## config.mk

```make
export PLATFORM = sky130hd
export DESIGN_NAME = input_parity_flag
export DESIGN_NICKNAME = d
export VERILOG_FILES = /design/src/rtl/ipf_pkg.sv /design/src/rtl/ipf_capture.sv /design/src/rtl/ipf_parity.sv /design/src/rtl/ipf_flag.sv /design/src/rtl/ipf_result.sv /design/src/rtl/input_parity_flag.sv
export SDC_FILE = /design/constraint.sdc
export NUM_CORES = 1
export LEC_CHECK = 0
export ABC_AREA = 1
export CAP_MARGIN = 0
export CORE_AREA = 2 2 47 58
export CTS_CLUSTER_SIZE = 14
export DETAILED_ROUTE_END_ITERATION = 16
export DIE_AREA = 0 0 49 60
export PLACE_DENSITY_LB_ADDON = 0.2
export SYNTH_ARGS = -nofsm -noshare
export SYNTH_HDL_FRONTEND = slang
export SYNTH_SLANG_ARGS = --single-unit
```

## constraint.sdc

```tcl
create_clock -name clk -period 2 [get_ports clk]
set_input_delay 0.4 -clock clk [delete_from_list [all_inputs] [get_ports clk]]
set_output_delay 0.4 -clock clk [all_outputs]
set_load 0.03 [all_outputs]
```

## src/rtl/ipf_pkg.sv

```systemverilog
package ipf_pkg;
   localparam int unsigned IPF_DATA_W   = 16;
   localparam int unsigned IPF_BUS_W    = 16;
   localparam int unsigned IPF_FLAG_POS = 4;
   typedef enum logic {PAR_EVEN = 1'b0, PAR_ODD = 1'b1} par_sense_e;
endpackage

```

## src/rtl/ipf_capture.sv

```systemverilog
module ipf_capture #(
   parameter int unsigned DATA_W = ipf_pkg::IPF_DATA_W
) (
   input  logic              clk,
   input  logic              rst_n,
   input  logic [DATA_W-1:0] data_in,
   input  logic              par_in,
   output logic [DATA_W-1:0] data_q,
   output logic              par_q
);
   if (DATA_W < 1) begin : g_bad_w
      $error("ipf_capture: DATA_W must be at least 1");
   end

   always_ff @(posedge clk or negedge rst_n) begin
      if (!rst_n) data_q <= '0;
      else        data_q <= data_in;
   end

   always_ff @(posedge clk or negedge rst_n) begin
      if (!rst_n) par_q <= 1'b0;
      else        par_q <= par_in;
   end

   p_capture_r2: assert property (@(posedge clk) disable iff (!rst_n)
      1'b1 |=> (data_q == $past(data_in)) && (par_q == $past(par_in)));
endmodule

```

## src/rtl/ipf_parity.sv

```systemverilog
module ipf_parity #(
   parameter int unsigned        DATA_W = ipf_pkg::IPF_DATA_W,
   parameter ipf_pkg::par_sense_e SENSE = ipf_pkg::PAR_ODD
) (
   input  logic [DATA_W-1:0] data_q,
   input  logic              par_q,
   output logic              perr
);
   localparam int unsigned CHK_W = DATA_W + 1;
   logic [CHK_W-1:0] chk_word;
   assign chk_word = {data_q, par_q};

   if (SENSE == ipf_pkg::PAR_ODD) begin : g_odd
      assign perr = ~(^chk_word);
   end else begin : g_even
      assign perr = ^chk_word;
   end

   always_comb begin
      p_parity_r1: assert (perr == (($countones(chk_word) % 2) == ((SENSE == ipf_pkg::PAR_ODD) ? 0 : 1)));
   end
endmodule

```

## src/rtl/ipf_flag.sv

```systemverilog
module ipf_flag (
   input  logic clk,
   input  logic rst_n,
   input  logic perr,
   input  logic chk_en,
   input  logic err_clk_en,
   input  logic err_strobe,
   input  logic rst_strobe,
   input  logic clr_err_n,
   output logic flag
);
   logic do_clear;
   logic do_err;
   logic next_err;

   assign do_clear = rst_strobe & ~clr_err_n;
   assign do_err   = err_strobe & err_clk_en;
   assign next_err = chk_en ? perr : flag;

   always_ff @(posedge clk or negedge rst_n) begin
      if (!rst_n)        flag <= 1'b0;
      else if (do_clear) flag <= 1'b0;
      else if (do_err)   flag <= next_err;
   end

   p_load_r3: assert property (@(posedge clk) disable iff (!rst_n)
      (err_strobe && err_clk_en && chk_en && !(rst_strobe && !clr_err_n)) |=> (flag == $past(perr)));
   p_hold_r4: assert property (@(posedge clk) disable iff (!rst_n)
      (!chk_en && !(rst_strobe && !clr_err_n)) |=> $stable(flag));
   p_gated_r5: assert property (@(posedge clk) disable iff (!rst_n)
      (!(err_strobe && err_clk_en) && !(rst_strobe && !clr_err_n)) |=> $stable(flag));
   p_clear_r6: assert property (@(posedge clk) disable iff (!rst_n)
      (rst_strobe && !clr_err_n) |=> !flag);
   p_clear_wins_r7: assert property (@(posedge clk) disable iff (!rst_n)
      (rst_strobe && !clr_err_n && err_strobe && err_clk_en && chk_en && perr) |=> !flag);
endmodule

```

## src/rtl/ipf_result.sv

```systemverilog
module ipf_result #(
   parameter int unsigned BUS_W    = ipf_pkg::IPF_BUS_W,
   parameter int unsigned FLAG_POS = ipf_pkg::IPF_FLAG_POS
) (
   input  logic             clk,
   input  logic             rst_n,
   input  logic             flag,
   input  logic             res_sel_n,
   output logic [BUS_W-1:0] res_bus
);
   if (FLAG_POS >= BUS_W) begin : g_bad_pos
      $error("ipf_result: FLAG_POS must lie inside the bus");
   end

   for (genvar b = 0; b < BUS_W; b++) begin : g_bit
      if (b == FLAG_POS) begin : g_flag
         assign res_bus[b] = flag & ~res_sel_n;
      end else begin : g_zero
         assign res_bus[b] = 1'b0;
      end
   end

   p_bus_idle_r8: assert property (@(posedge clk) disable iff (!rst_n)
      res_sel_n |-> (res_bus == '0));
   p_bus_flag_r8: assert property (@(posedge clk) disable iff (!rst_n)
      !res_sel_n |-> ($countones(res_bus) == (flag ? 1 : 0)) && (res_bus[FLAG_POS] == flag));
endmodule

```

## src/rtl/input_parity_flag.sv

```systemverilog
module input_parity_flag #(
   parameter int unsigned         DATA_W   = ipf_pkg::IPF_DATA_W,
   parameter int unsigned         BUS_W    = ipf_pkg::IPF_BUS_W,
   parameter int unsigned         FLAG_POS = ipf_pkg::IPF_FLAG_POS,
   parameter ipf_pkg::par_sense_e SENSE    = ipf_pkg::PAR_ODD
) (
   input  logic              clk,
   input  logic              rst_n,
   input  logic [DATA_W-1:0] data_in,
   input  logic              par_in,
   input  logic              chk_en,
   input  logic              err_clk_en,
   input  logic              err_strobe,
   input  logic              rst_strobe,
   input  logic              clr_err_n,
   input  logic              res_sel_n,
   output logic              err_flag,
   output logic [BUS_W-1:0]  res_bus
);
   logic [DATA_W-1:0] data_q;
   logic              par_q;
   logic              perr;

   ipf_capture #(.DATA_W(DATA_W)) i_capture (
      .clk(clk), .rst_n(rst_n), .data_in(data_in), .par_in(par_in),
      .data_q(data_q), .par_q(par_q));

   ipf_parity #(.DATA_W(DATA_W), .SENSE(SENSE)) i_parity (
      .data_q(data_q), .par_q(par_q), .perr(perr));

   ipf_flag i_flag (
      .clk(clk), .rst_n(rst_n), .perr(perr), .chk_en(chk_en),
      .err_clk_en(err_clk_en), .err_strobe(err_strobe),
      .rst_strobe(rst_strobe), .clr_err_n(clr_err_n), .flag(err_flag));

   ipf_result #(.BUS_W(BUS_W), .FLAG_POS(FLAG_POS)) i_result (
      .clk(clk), .rst_n(rst_n), .flag(err_flag), .res_sel_n(res_sel_n),
      .res_bus(res_bus));

   p_reset_r9: assert property (@(posedge clk) $rose(rst_n) |-> !err_flag);
endmodule

```

==> results of run 1 <==
layer usage:
metal  vias to the layer above  part of all wire  track usage
li1                        480                 -            -
met3                         2             0.073       0.0200
met1                       383              0.40        0.134
met5                         -                 0            0
met4                         0             0.012       0.0735
met2                        41              0.51        0.235
cells by family after synthesis:
| group | synth area share |
|---|---|
| flip-flops | 0.432 |
| XOR/XNOR | 0.00839 |
| buffers and inverters | 0.194 |
| AND/OR/NAND/NOR | 0.355 |
| AO/OA/AOI/OAI | 0.00720 |
| other | 0.00359 |
final cells by class:
type / instances / area, um2
timing repair buffer: 27 / 268
sequential: 18 / 450
fill: 234 / 1110
tap: 33 / 41.3
inverter: 24 / 90.1
multi-input combinational: 112 / 443
clock buffer: 3 / 22.5
state kept, by name, indices dropped and copies added (netlist names):
| signal | cells |
|---|---|
| i_capture.data_q | 16 |
| i_capture.par_q | 1 |
| i_flag.flag | 1 |
synthesized netlist by cell type (all sizes together):
master	count	area [um2]
conb	1	3.75
buf	15	113
nand3	5	25.0
xnor2	1	8.76
inv	24	90.1
nand2	85	322
dfrtp	18	450
nor2	5	23.8
a22oi	1	7.51
power by group through the flow:
stage	Clock (mW)	Combinational, mW	Sequential (mW)
after floorplan	0	0.151	0.408
after global placement	0	0.204	0.403
after CTS	0.176	0.211	0.397
after global routing	0.195	0.237	0.401
final	0.169	0.210	0.397
after detailed placement	0	0.211	0.405
cells in the final DEF, fill, tap and decap left out:
| master | instances |
|---|---|
| clkdlybuf4s50_1 | 26 |
| clkbuf_4 | 3 |
| nor2_2 | 2 |
| nand3_1 | 5 |
| buf_4 | 1 |
| dfrtp_1 | 18 |
| nand2_1 | 84 |
| conb_1 | 15 |
| inv_1 | 24 |
| a22oi_1 | 1 |
| nor2_1 | 3 |
| xnor2_1 | 1 |
| nand2_2 | 1 |
worst paths after layout:
path                       slack, ns                              to  cells after the start                      startpoint
max                             0.04                      res_bus[4]                      3                       res_sel_n
min                             0.43  i_capture.data_q[14]$_DFF_PN0_                      2                           rst_n
max reg2reg                     0.69         i_flag.flag$_DFFE_PN0P_                     12   i_capture.data_q[7]$_DFF_PN0_
min reg2reg                     0.63         i_flag.flag$_DFFE_PN0P_                      4  i_capture.data_q[15]$_DFF_PN0_
max in group asynchronous       1.38   i_capture.data_q[0]$_DFF_PN0_                      2                           rst_n
min in group clk                0.54  i_capture.data_q[13]$_DFF_PN0_                      1                     data_in[13]
==> results.rst, run 1 <==
.. list-table::
   :header-rows: 1

   * - Metric
     - Value
   * - Peak supply drop
     - 0.000459 V
   * - Crit path time final
     - 1.96 ns
   * - Number of setup violations in the final report
     - 0
   * - Part of the power in the clock network
     - 0.217
   * - Slowest cell delay on critical path
     - 0.66 ns
   * - Status
     - complete, no violations
   * - Average detailed-routed wire length per instance
     - 7.25 um
   * - Min-delay worst type
     - in -> async
   * - Synth Area per Inst
     - 6.73 um2
   * - Skew final
     - 0.00705 ns
   * - Number of DRC markers in iteration 0
     - 11
   * - Cell Count, Final, Fillers Out
     - 217
   * - Overall via count from detail_route
     - 906
   * - Post-route clock period utilization
     - 0.979
   * - Via count of the first global-routing pass
     - 755
   * - First-pass iteration count of the detailed router
     - 4
   * - Layout Cell Area excl Fill
     - 1320 um2
   * - Post-Route WL
     - 1570 um
   * - Endpoints failing hold
     - 0
   * - Detailed-placement wirelength estimate
     - 1340 um
   * - Number of top-level pins
     - 42
   * - Combinational share of power
     - 0.270
   * - Cell internal pwr
     - 0.540 mW
   * - Post-synthesis cell type count
     - 11
   * - Inserted Clock Buffers
     - 3
   * - Sequential cell fraction of total power
     - 0.512
   * - DRC violations left
     - 0
   * - Pwr Density
     - 590 nW/um2
   * - Maxcap violations
     - 0
   * - Number of sinks on the clock net
     - 18
   * - Worst setup slack after layout
     - 0.0413 ns
   * - Part of the Yosys area used for sequential elements
     - 0.432
   * - Worst-path maximum fanout
     - 1
   * - CTS hold repair buffers
     - 0
   * - Number of antenna violations at the first check in global routing
     - 0
   * - Largest delay share family, worst path
     - buffers and inverters
   * - Number of synthesized register bits
     - 18
   * - Highest-delay cell along the critical path
     - clkdlybuf4s50_1
   * - Core outline area
     - 2430 um2
   * - Largest net degree at the start of global routing
     - 19
   * - Post-layout nets
     - 211
   * - Post-layout util
     - 0.542
   * - Root Buffer Master
     - clkbuf_4
   * - Final TNS setup
     - 0 ns
   * - Switching part of the total power
     - 0.304
   * - Initial Util
     - 0.430
   * - Post-placement worst setup slack
     - 0.0383 ns
   * - Clock tree from TritonCTS
     - yes
   * - Critical path launch point type
     - primary input
   * - Leakage
     - 0.779 nW
   * - Cell seen most often among critical-path stages
     - clkdlybuf4s50_1
   * - Max Clk Rate
     - 0.511 GHz
   * - Gr ovfl total
     - 0
   * - Unrepaired setup endpoints after global routing
     - no
   * - Bufs and invs on worst path
     - 2
   * - Final antenna diode count
     - 0
   * - Required @ worst endpoint
     - 1.60 ns
   * - Buffer count from post-CTS setup fixing
     - 0
   * - Instance area at placement
     - 1290 um2
   * - Fraction of layout cells with a size suffix above 1
     - 0.0380
   * - Width of the die
     - 49 um
   * - Count of warnings emitted by yosys
     - 0
   * - Routability Congestion
     - 0.680
   * - Overall fraction of global-route tracks in use
     - 0.125
   * - Number of standard cells after synthesis
     - 155
   * - # placed instances
     - 214
   * - Worst Path Class, Setup
     - in -> out
   * - Placement Rows
     - 20
   * - Clk slew on worst S/H paths
     - 0.09 ns
   * - Worst-skew pair later-pin latency
     - 0.28 ns
   * - Netlist area before placement
     - 1040 um2
   * - Maximum number of buffers from clock root to sink
     - 2
   * - Net switching power
     - 0.236 mW
   * - Post-Route Hold Slack
     - 0.425 ns
   * - First-pass GRT wire length
     - 2840 um
   * - Kind of capture point of the worst setup path
     - output pin
   * - Cell chain of the critical path
     - clkdlybuf4s50_1, nor2_1, clkdlybuf4s50_1
   * - Vertical extent of the die
     - 60 um
   * - IO buf count
     - 26
   * - Tot Pwr
     - 0.775 mW
   * - Area overhead of the layout relative to synthesis
     - 26.0%
   * - Cells resized by post-CTS repair
     - 0
   * - CTS HTree Levels
     - 1
   * - Antenna violation net count after detailed routing
     - 0
   * - Via-to-Cell Ratio
     - 4.18
   * - Final slew viol count
     - 0
   * - Die area
     - 2940 um2
   * - Critical path arrival
     - 1.56 ns
Note: power is estimated with default switching activity, not from simulation.
==> run 2: changes to the inputs <==
--- a/config.mk
+++ b/config.mk
@@ -11,6 +11,7 @@
 export CTS_CLUSTER_SIZE = 14
 export DETAILED_ROUTE_END_ITERATION = 16
 export DIE_AREA = 0 0 49 60
+export GPL_TIMING_DRIVEN = 1
 export PLACE_DENSITY_LB_ADDON = 0.2
 export SYNTH_ARGS = -nofsm -noshare
 export SYNTH_HDL_FRONTEND = slang
==> results of run 2 <==
Same layout as run 1: the final DEF is identical, and so are final timing and power.
==> run 3: changes to the inputs <==
--- a/config.mk
+++ b/config.mk
@@ -13,6 +13,7 @@
 export DIE_AREA = 0 0 49 60
 export GPL_TIMING_DRIVEN = 1
 export PLACE_DENSITY_LB_ADDON = 0.2
+export SKIP_LAST_GASP = 1
 export SYNTH_ARGS = -nofsm -noshare
 export SYNTH_HDL_FRONTEND = slang
 export SYNTH_SLANG_ARGS = --single-unit
==> results of run 3 <==
Same layout as run 1: the final DEF is identical, and so are final timing and power.
